[src/rtl/e3_fa_pkg.sv]
package e3_fa_pkg;
  localparam logic [7:0] FA1_OCT = 8'hF6;
  localparam logic [7:0] FA2_OCT = 8'h28;

  localparam logic [2:0] ADDR_INT    = 3'd0;
  localparam logic [2:0] ADDR_STAT   = 3'd1;
  localparam logic [2:0] ADDR_ERR_HI = 3'd2;
  localparam logic [2:0] ADDR_ERR_LO = 3'd3;

  localparam int INT_COFA_B = 4;
  localparam int INT_OOF_B  = 3;
  localparam int INT_LOF_B  = 2;

  typedef enum logic [1:0] {
    ST_INF = 2'd0,
    ST_OOF = 2'd1,
    ST_LOF = 2'd2
  } fa_state_e;
endpackage

[src/rtl/e3_fa_align.sv]
module e3_fa_align
  import e3_fa_pkg::*;
#(
  parameter int FRAME_LEN = 537
) (
  input  logic       clk_i,
  input  logic       rst_ni,
  input  logic [7:0] byte_i,
  input  logic       vld_i,
  input  logic       realign_i,
  output logic       check_o,
  output logic       bad_o,
  output logic       frame_end_o,
  output logic       at_start_o
);
  localparam int POS_W = $clog2(FRAME_LEN);
  localparam logic [POS_W-1:0] POS_LAST = POS_W'(FRAME_LEN - 1);
  localparam logic [POS_W-1:0] POS_ONE  = POS_W'(1);

  logic [POS_W-1:0] pos_q;
  logic             fa1_ok_q;

  always_ff @(posedge clk_i or negedge rst_ni) begin
    if (!rst_ni) begin
      pos_q    <= '0;
      fa1_ok_q <= 1'b0;
    end else if (vld_i) begin
      if (realign_i)             pos_q <= POS_ONE;
      else if (pos_q == POS_LAST) pos_q <= '0;
      else                        pos_q <= pos_q + POS_ONE;
      // realigning byte is octet 0 of the new frame
      if (realign_i || pos_q == '0) fa1_ok_q <= (byte_i == FA1_OCT);
    end
  end

  assign check_o     = vld_i && !realign_i && (pos_q == POS_ONE);
  assign bad_o       = check_o && !(fa1_ok_q && (byte_i == FA2_OCT));
  assign frame_end_o = vld_i && !realign_i && (pos_q == POS_LAST);
  assign at_start_o  = (pos_q == '0);
endmodule

[src/rtl/e3_fa_state.sv]
module e3_fa_state
  import e3_fa_pkg::*;
#(
  parameter int BAD_LIMIT  = 4,
  parameter int LOF_FRAMES = 24
) (
  input  logic      clk_i,
  input  logic      rst_ni,
  input  logic      start_i,
  input  logic      check_i,
  input  logic      bad_i,
  input  logic      frame_end_i,
  output fa_state_e state_o,
  output logic      realign_o,
  output logic      oof_chg_o,
  output logic      lof_chg_o,
  output logic      err_o
);
  localparam int RUN_W = $clog2(BAD_LIMIT + 1);
  localparam int OFC_W = $clog2(LOF_FRAMES + 1);
  localparam logic [RUN_W-1:0] RUN_LAST = RUN_W'(BAD_LIMIT - 1);
  localparam logic [OFC_W-1:0] OFC_LAST = OFC_W'(LOF_FRAMES - 1);

  fa_state_e        state_q, state_d;
  logic [RUN_W-1:0] run_q, run_d;
  logic [OFC_W-1:0] ofc_q, ofc_d;

  assign realign_o = start_i && (state_q != ST_INF);

  always_comb begin
    state_d   = state_q;
    run_d     = run_q;
    ofc_d     = ofc_q;
    oof_chg_o = 1'b0;
    lof_chg_o = 1'b0;
    case (state_q)
      ST_INF: begin
        if (check_i) begin
          if (!bad_i) begin
            run_d = '0;
          end else if (run_q == RUN_LAST) begin
            state_d   = ST_OOF;
            run_d     = '0;
            ofc_d     = '0;
            oof_chg_o = 1'b1;
          end else begin
            run_d = run_q + RUN_W'(1);
          end
        end
      end
      ST_OOF, ST_LOF: begin
        if (realign_o) begin
          state_d   = ST_INF;
          run_d     = '0;
          oof_chg_o = 1'b1;
          lof_chg_o = 1'b1;
        end else if (state_q == ST_OOF && frame_end_i) begin
          if (ofc_q == OFC_LAST) begin
            state_d   = ST_LOF;
            lof_chg_o = 1'b1;
          end else begin
            ofc_d = ofc_q + OFC_W'(1);
          end
        end
      end
      default: state_d = ST_LOF;
    endcase
  end

  always_ff @(posedge clk_i or negedge rst_ni) begin
    if (!rst_ni) begin
      state_q <= ST_LOF;
      run_q   <= '0;
      ofc_q   <= '0;
    end else begin
      state_q <= state_d;
      run_q   <= run_d;
      ofc_q   <= ofc_d;
    end
  end

  assign state_o = state_q;
  assign err_o   = (state_q == ST_INF) && bad_i;
endmodule

[src/rtl/e3_fa_regs.sv]
module e3_fa_regs
  import e3_fa_pkg::*;
#(
  parameter int       ERR_W    = 16,
  parameter bit       ALGO_SEL = 1'b0
) (
  input  logic             clk_i,
  input  logic             rst_ni,
  input  logic             rd_en_i,
  input  logic [2:0]       rd_addr_i,
  input  logic             oof_i,
  input  logic             lof_i,
  input  logic             set_oof_i,
  input  logic             set_lof_i,
  input  logic             set_cofa_i,
  input  logic             err_inc_i,
  output logic [7:0]       rd_data_o,
  output logic [4:0]       int_o,
  output logic [ERR_W-1:0] err_cnt_o,
  output logic             err_hi_rd_o
);
  localparam logic [ERR_W-1:0] CNT_MAX = '1;

  logic [4:0]       int_q, int_set;
  logic [ERR_W-1:0] cnt_q;
  logic [7:0]       snap_lo_q;
  logic [15:0]      cnt_ext;
  logic             rd_int;

  assign rd_int      = rd_en_i && (rd_addr_i == ADDR_INT);
  assign err_hi_rd_o = rd_en_i && (rd_addr_i == ADDR_ERR_HI);
  assign cnt_ext     = 16'(cnt_q);

  always_comb begin
    int_set             = '0;
    int_set[INT_COFA_B] = set_cofa_i;
    int_set[INT_OOF_B]  = set_oof_i;
    int_set[INT_LOF_B]  = set_lof_i;
  end

  always_ff @(posedge clk_i or negedge rst_ni) begin
    if (!rst_ni) begin
      int_q     <= '0;
      cnt_q     <= '0;
      snap_lo_q <= '0;
    end else begin
      // a new event wins over the clear of the same cycle
      int_q <= (rd_int ? 5'd0 : int_q) | int_set;
      if (err_hi_rd_o) begin
        snap_lo_q <= cnt_q[7:0];
        cnt_q     <= err_inc_i ? ERR_W'(1) : '0;
      end else if (err_inc_i && cnt_q != CNT_MAX) begin
        cnt_q <= cnt_q + ERR_W'(1);
      end
    end
  end

  always_comb begin
    rd_data_o = 8'h00;
    if (rd_en_i) begin
      case (rd_addr_i)
        ADDR_INT:    rd_data_o = {3'b000, int_q};
        ADDR_STAT:   rd_data_o = {ALGO_SEL, lof_i, oof_i, 5'b00000};
        ADDR_ERR_HI: rd_data_o = cnt_ext[15:8];
        ADDR_ERR_LO: rd_data_o = snap_lo_q;
        default:     rd_data_o = 8'h00;
      endcase
    end
  end

  assign int_o     = int_q;
  assign err_cnt_o = cnt_q;
endmodule

[src/rtl/e3_fa_monitor.sv]
module e3_fa_monitor
  import e3_fa_pkg::*;
#(
  parameter int FRAME_LEN  = 537,
  parameter int BAD_LIMIT  = 4,
  parameter int LOF_FRAMES = 24,
  parameter int ERR_W      = 16,
  parameter bit ALGO_SEL   = 1'b0
) (
  input  logic       clk_i,
  input  logic       rst_ni,
  input  logic [7:0] byte_i,
  input  logic       byte_vld_i,
  input  logic       frame_start_i,
  input  logic       rd_en_i,
  input  logic [2:0] rd_addr_i,
  output logic [7:0] rd_data_o,
  output logic       oof_o,
  output logic       lof_o
);
  fa_state_e        state;
  logic             realign, check, bad, frame_end, at_start;
  logic             oof_chg, lof_chg, err_inc, cofa;
  logic [4:0]       int_bits;
  logic [ERR_W-1:0] err_cnt;
  logic             err_hi_rd;

  e3_fa_align #(.FRAME_LEN(FRAME_LEN)) u_align (
    .clk_i       (clk_i),
    .rst_ni      (rst_ni),
    .byte_i      (byte_i),
    .vld_i       (byte_vld_i),
    .realign_i   (realign),
    .check_o     (check),
    .bad_o       (bad),
    .frame_end_o (frame_end),
    .at_start_o  (at_start)
  );

  e3_fa_state #(.BAD_LIMIT(BAD_LIMIT), .LOF_FRAMES(LOF_FRAMES)) u_state (
    .clk_i       (clk_i),
    .rst_ni      (rst_ni),
    .start_i     (frame_start_i && byte_vld_i),
    .check_i     (check),
    .bad_i       (bad),
    .frame_end_i (frame_end),
    .state_o     (state),
    .realign_o   (realign),
    .oof_chg_o   (oof_chg),
    .lof_chg_o   (lof_chg),
    .err_o       (err_inc)
  );

  assign cofa  = realign && !at_start;
  assign oof_o = (state != ST_INF);
  assign lof_o = (state == ST_LOF);

  e3_fa_regs #(.ERR_W(ERR_W), .ALGO_SEL(ALGO_SEL)) u_regs (
    .clk_i       (clk_i),
    .rst_ni      (rst_ni),
    .rd_en_i     (rd_en_i),
    .rd_addr_i   (rd_addr_i),
    .oof_i       (oof_o),
    .lof_i       (lof_o),
    .set_oof_i   (oof_chg),
    .set_lof_i   (lof_chg),
    .set_cofa_i  (cofa),
    .err_inc_i   (err_inc),
    .rd_data_o   (rd_data_o),
    .int_o       (int_bits),
    .err_cnt_o   (err_cnt),
    .err_hi_rd_o (err_hi_rd)
  );
endmodule

[config.mk]
export PLATFORM = sky130hd
export DESIGN_NAME = e3_fa_monitor
export DESIGN_NICKNAME = d
export VERILOG_FILES = /design/src/rtl/e3_fa_pkg.sv /design/src/rtl/e3_fa_align.sv /design/src/rtl/e3_fa_state.sv /design/src/rtl/e3_fa_regs.sv /design/src/rtl/e3_fa_monitor.sv
export SDC_FILE = /design/constraint.sdc
export NUM_CORES = 1
export LEC_CHECK = 0
export ABC_AREA = 1
export CAP_MARGIN = 0
export CORE_MARGIN = 2
export CORE_UTILIZATION = 58
export DETAILED_ROUTE_END_ITERATION = 6
export DONT_BUFFER_PORTS = 1
export MAX_ROUTING_LAYER = met4
export PLACE_DENSITY = 0.76
export SYNTH_ARGS = -nofsm -noshare
export SYNTH_HDL_FRONTEND = slang
export SYNTH_SLANG_ARGS = --single-unit
[constraint.sdc]
create_clock -name clk_i -period 1.7 [get_ports clk_i]
set_input_delay 0.34 -clock clk_i [delete_from_list [all_inputs] [get_ports clk_i]]
set_output_delay 0.34 -clock clk_i [all_outputs]
set_load 0.01 [all_outputs]
# After elaboration in Yosys (flattened, before gate mapping)
# Cells that the tools add are included.
# Widths: inputs -> output; s select.
# word_totals
regBits,50
output_inout_bits,10
word_cells,98
# op_classes
add_sub_neg,4
n_eq_ne,21
n_mux,36
bitwise_logic,1
n_reduce_logical,28
# ops
cell,count
$mux 5,7
$mux 16,2
$pmux 8 s4,1
$mux 10,2
$add 16x1->16 const B,1
$ne 16x16->1 const B,1
$logic_and 1x1->1,13
$mux 2,6
$mux 3,4
$add 10x1->10 const B,1
$eq 10x1->1 const B,1
$eq 10x10->1 const B,1
$logic_not 10->1,1
$pmux 5 s2,1
$eq 3x2->1 const B,3
$mux 1,9
$eq 8x6->1 const B,1
$eq 8x8->1 const B,1
$mux 8,1
$ne 2x2->1 const B,4
$reduce_and 7->1,1
$ne 2x1->1 const B,3
$ne 3x2->1 const B,2
$pmux 3 s2,1
other kinds (18),22

# Longest topological paths before layout
# depth
word_depth,10
mapped_depth,13
depth_no_buf,12

# Modules after synthesis
# Synthesis repeated with hierarchy kept, for this count alone.
# unflattened
cells_unflattened,480
hier_area_um2,3269.4
# modules_own_cells
mod,instances,cells_per_inst,area_each_um2,seq_area_each_um2
e3_fa_regs,1,251,1724.2,675.6
e3_fa_align,1,119,804.5,275.3
e3_fa_state,1,102,710.7,251.5
e3_fa_monitor,1,8,30.0,0.0

# Least setup slack after synthesis
# No wires, ideal clock.
# synth_path
path_type,register to register
from,"register u_state.state_q[1], in the netlist u_state.state_o[1]"
to,register u_state.ofc_q[3]
setup_ps,117
arrival_ps,1621
path_slack_ps,-38
path_stages_with_launch,10
n_path_buf,0
synth_period_minus_slack_ps,1738
cell_sequence,dfstp_2 inv_1 ha_1 inv_1 a21oi_1 nand2_1 a21oi_4 nand2_2 nand2_1 nand2_1
# synth_between
elab_chain_cells,8
word_cells_on_any_way,21
cone_classes,8 x eq/ne; 1 x mux; 12 x reduce/logical
# synth_lines
element,line_no,text
"start, declared",e3_fa_state.sv:24,"fa_state_e state_q, state_d;"
"start signal, assigned",e3_fa_state.sv:76,state_q <= state_d;
$reduce_bool 2->1,e3_fa_state.sv:28,assign realign_o = start_i && (state_q != ST_INF);
$logic_and 1x1->1,e3_fa_state.sv:28,
$logic_not 1->1,"e3_fa_align.sv:36, e3_fa_align.sv:38",
$logic_and 1x1->1,"e3_fa_align.sv:36, e3_fa_align.sv:38",
"$logic_and 1x1->1, on equally long branches","e3_fa_align.sv:36, e3_fa_align.sv:38",
"$logic_and 1x1->1, on equally long branches","e3_fa_align.sv:37, e3_fa_state.sv:57",
$ne 2x1->1 (no line),n/a,
$reduce_and 7->1 (no line),n/a,
"end signal, assigned",e3_fa_state.sv:74,ofc_q <= '0;
"end signal, assigned",e3_fa_state.sv:78,ofc_q <= ofc_d;
"end, declared",e3_fa_state.sv:26,"logic [OFC_W-1:0] ofc_q, ofc_d;"
# Parallel ways exist; a longest one is shown, timed or not.
# A chain may end at the register's enable or synchronous reset.

# Worst setup path in the final report
# layout_path
from,"register u_state.state_q[1], in the netlist u_state.state_o[1]"
to,output rd_data_o[5]
# layout_between
elab_chain_cells,3
# layout_lines
element,line_no,text
$reduce_bool 2->1,e3_fa_monitor.sv:55,assign oof_o = (state != ST_INF);
$pmux 8 s4,e3_fa_regs.sv:61,case (rd_addr_i)
$mux 8,e3_fa_regs.sv:60,if (rd_en_i) begin
"end, declared",e3_fa_monitor.sv:17,"output logic [7:0] rd_data_o,"
# No other way between the ends.

==> results_tabular.tex <==
\begin{tabular}{lr}
\hline
Metric & Value \\
\hline
\multicolumn{2}{l}{\textbf{Setup path}} \\
Worst endpoint required time & roughly 1400 ps \\
Crit Path Class & flop to output pin \\
CP Capture Type & output pin \\
Startpoint type of the worst setup path & flop \\
CP max FO & 3 \\
Worst path max stage delay & 590 ps \\
Cell breakdown of the critical path & inv\_2, ha\_4, buf\_12, nor2\_4, a221oi\_2, nor2\_2 \\
Worst EP arrival & between 1500 and 2000 ps \\
Slowest CP cell & sky130\_fd\_sc\_hd\_\_dfstp\_2 \\
Setup slack, reg-to-reg & -170 ps \\
\multicolumn{2}{l}{\textbf{Layout}} \\
Final cell count without fillers & 575 \\
Final net count & between 500 and 600 \\
Area overhead of the layout relative to synthesis & 22.4\% \\
Fraction of layout instances using a drive strength above 1 & 0.233 \\
Diode insertion count for antenna repair & 0 \\
\multicolumn{2}{l}{\textbf{Routing}} \\
Antenna Violating Nets Remaining & 0 \\
First-pass iteration count of the detailed router & 4 \\
Detail-routed net length per standard cell & 15.1 um \\
Via/cell ratio & 5.49 \\
Wire length reported by the detailed router & 8.70 mm \\
Number of DRC violations after detailed-routing iteration 0 & 156 \\
Number of vias after detailed routing & roughly 3.2k \\
Remaining design rule violation count & 0 \\
\multicolumn{2}{l}{\textbf{Synth}} \\
Async set-reset flop share out of synthesis & 1.00 \\
Post-Syn Area per Cell & a little over 7 um\^{}2 \\
Number of distinct standard cells referenced by the synthesized netlist & 36 \\
Post-synth top area cell & sky130\_fd\_sc\_hd\_\_dfrtp\_1 \\
Dominant cell by count in the synthesized netlist & sky130\_fd\_sc\_hd\_\_nand2\_1 \\
Syn Inst Count & 464 \\
Proportion of netlist area held by the largest area contributor & 0.354 \\
Combined area of all synthesized cells & 3320 um\^{}2 \\
Register bit count reported by yosys & 48 \\
Number of nets produced by synthesis & 491 \\
Area contributors post-synth & sky130\_fd\_sc\_hd\_\_dfrtp\_1 35\%, sky130\_fd\_sc\_hd\_\_nand2\_1 14\%, sky130\_fd\_sc\_hd\_\_nand3\_1 9.6\%, sky130\_fd\_sc\_hd\_\_inv\_1 6.8\%, sky130\_fd\_sc\_hd\_\_nor2\_1 5.8\% \\
Number of enable flip-flop cells after synthesis & 0 \\
List of most frequent post-synthesis cells & 126 x sky130\_fd\_sc\_hd\_\_nand2\_1, 64 x sky130\_fd\_sc\_hd\_\_nand3\_1, 60 x sky130\_fd\_sc\_hd\_\_inv\_1 \\
Number of synthesis warnings & 0 \\
Sequential area share after synthesis & 0.362 \\
Most frequently used flop master after synthesis & sky130\_fd\_sc\_hd\_\_dfrtp\_1 \\
\multicolumn{2}{l}{\textbf{Power}} \\
VDD IR-drop max & around 0.90 mV \\
Cell area power density & 1210 nW/um\^{}2 \\
Final total power & about 4.9 mW \\
Leakage component of the power & around 2.0 nW \\
\multicolumn{2}{l}{\textbf{STA}} \\
Unrepaired setup endpoints after global routing & yes \\
Clock skew & 9.35 ps \\
Remaining max-slew budget at the tightest pin & 0.719 \\
Worst-margin pin slew & 418 ps \\
Worst path setup slack after routing & -186 ps \\
Min Clock Period, post-route & 1890 ps \\
Final-layout setup total negative slack & -3640 ps \\
Period utilisation layout & 1.11 \\
Fmax achieved & $\sim$0.53 GHz \\
Number of hold violations in the final report & 0 \\
Number of setup violations in the final report & 28 \\
Slew Limit Fails & 0 \\
\multicolumn{2}{l}{\textbf{Placed design}} \\
Placer Congestion & 0.884 \\
Buffers added on ports & 0 \\
Detailed placement HPWL & 5.85 mm \\
Placed instance count & 552 \\
\multicolumn{2}{l}{\textbf{Status}} \\
Status & finished, violations left \\
Failing checks & setup timing \\
\multicolumn{2}{l}{\textbf{Clock network}} \\
Maximum number of buffers from clock root to sink & 2 \\
Num Clock Sinks & 48 \\
CTS H-tree depth & 2 \\
TritonCTS clock tree & built \\
Root buffer cell & sky130\_fd\_sc\_hd\_\_clkbuf\_8 \\
Number of buffers created by CTS & 5 \\
Worst-path clk slew & 90 ps \\
Source-to-sink clock delay at the later pin of the worst-skew pair & slightly above 300 ps \\
\multicolumn{2}{l}{\textbf{Floorplan}} \\
Height of the die & 79.7 um \\
Ports placed on the boundary & 26 \\
Row count & 27 \\
Die ar. & roughly 6300 um\^{}2 \\
Area of the core region & 5510 um\^{}2 \\
Initial core utilization & 0.603 \\
Chip Width & about 80 um \\
\multicolumn{2}{l}{\textbf{GRT}} \\
Total track usage & 0.294 \\
Global route hottest layer & met2 \\
Antenna violations before repair & 0 \\
Via count of the first global-routing pass & 2,972 \\
Met1 track demand over resource in global routing & 0.325 \\
Global routing usage on met2 & 0.525 \\
GR Layer Usage met3 & 0.0464 \\
Wire length of the first global-routing pass & about 14 mm \\
Remaining global-route overflow & 0 \\
Largest net degree at the start of global routing & 49 \\
\multicolumn{2}{l}{\textbf{Min path}} \\
Worst Hold Class & input port to flop \\
\multicolumn{2}{l}{\textbf{Run}} \\
MaxCap Viol Count & 0 \\
\hline
\end{tabular}
## worst max-delay path, delay by kind of cell, from the launching register on
kind / cells / cell delay [ps]
DFF: 1 / 590
and+or+nand+nor: 2 / 240
buffers and inverters: 2 / 190
adders and majority gates: 1 / 170
AOI/OAI and AO/OA: 1 / 50
## metrics by stage
| stage | setup slack, ps | cell area (um^2) | utilization | hold slack (ps) |
|---|---|---|---|---|
| after detailed placement | -82.1 | 3570 | 0.649 | 45.5 |
| after global routing | -269 | 4070 | 0.738 | 121 |
| after floorplan | 24.4 | 3350 | - | 44.4 |
| after CTS | -107 | 3890 | 0.706 | 125 |
| final | -186 | 4070 | 0.738 | 127 |
| after global placement | -33.3 | 3570 | 0.649 | 45.6 |
## where the power goes
group	total (mW)	internal [mW]	switching [mW]
logic	2.53	1.10	1.43
clock network	0.877	0.444	0.433
registers	1.49	1.32	0.169
total	4.90	2.87	2.03
## final timing paths
check,depth (start not counted),start,end
max in group asynchronous,2,rst_ni,u_state.state_o[1]
setup reg to reg,12,u_state.state_o[0],u_regs.err_cnt_o[5]
setup / recovery,6,u_state.state_o[1],rd_data_o[5]
min in group asynchronous,2,rst_ni,u_regs.snap_lo_q[5]
hold reg to reg,2,u_regs.snap_lo_q[0],u_regs.snap_lo_q[0]
hold / removal,1,byte_vld_i,u_align.pos_q[7]
## layer usage
| layer | share of wire | up-vias |
|---|---|---|
| met2 | 0.53 | 71 |
| met3 | 0.036 | 22 |
| li1 | - | 1579 |
| met1 | 0.40 | 1486 |
| met5 | 0 | - |
| met4 | 0.032 | 0 |
## cell usage in the layout (no fill, tap or decap), drive strengths merged, types with 7 or more instances in the layout
cell type  count
inv           62
buf           37
nand3         68
nor2          58
nand4          9
a21oi         13
xor2          15
dfrtp         47
ha            11
nor3           7
o21ai         16
nand2        132
## state kept, by name, summed over array words and instances (netlist names)
register	flops
u_state.state_o	2
u_align.fa1_ok_q	1
u_regs.int_o	3
u_state.ofc_q	5
u_align.pos_q	10
u_regs.err_cnt_o	16
u_regs.snap_lo_q	8
u_state.run_q	3
## cells by family (layout without fill, tap and decap cells)
kind of cell / after synthesis / after routing / synth area share
compound gates: 40 / 40 / 0.0742
xor+xnor: 16 / 16 / 0.0422
fa+ha+maj: 11 / 11 / 0.0414
buf+inv: 71 / 108 / 0.0901
flops: 48 / 48 / 0.362
mux: 4 / 4 / 0.0136
simple gates: 274 / 276 / 0.376
## area by class of cell
type | instances | area, um^2
Timing Repair Buffer | 38 | 364
Clock inverter | 3 | 47.5
Tap cell | 72 | 90.1
Clock buffer | 5 | 68.8
Multi-Input combinational cell | 347 | 2050
Fill cell | 447 | 1440
Inverter | 62 | 243
Sequential cell | 48 | 1200
## what timing repair did
item	CTS	global route
hold buffers	2	0
pin swaps	15	14
setup buffers	6	5
cloned	2	0
gates resized for setup	31	30
endpoints found under the setup margin	12	39
endpoints found under the hold margin	48	0
No activity file was read; power rests on OpenSTA's default activity.
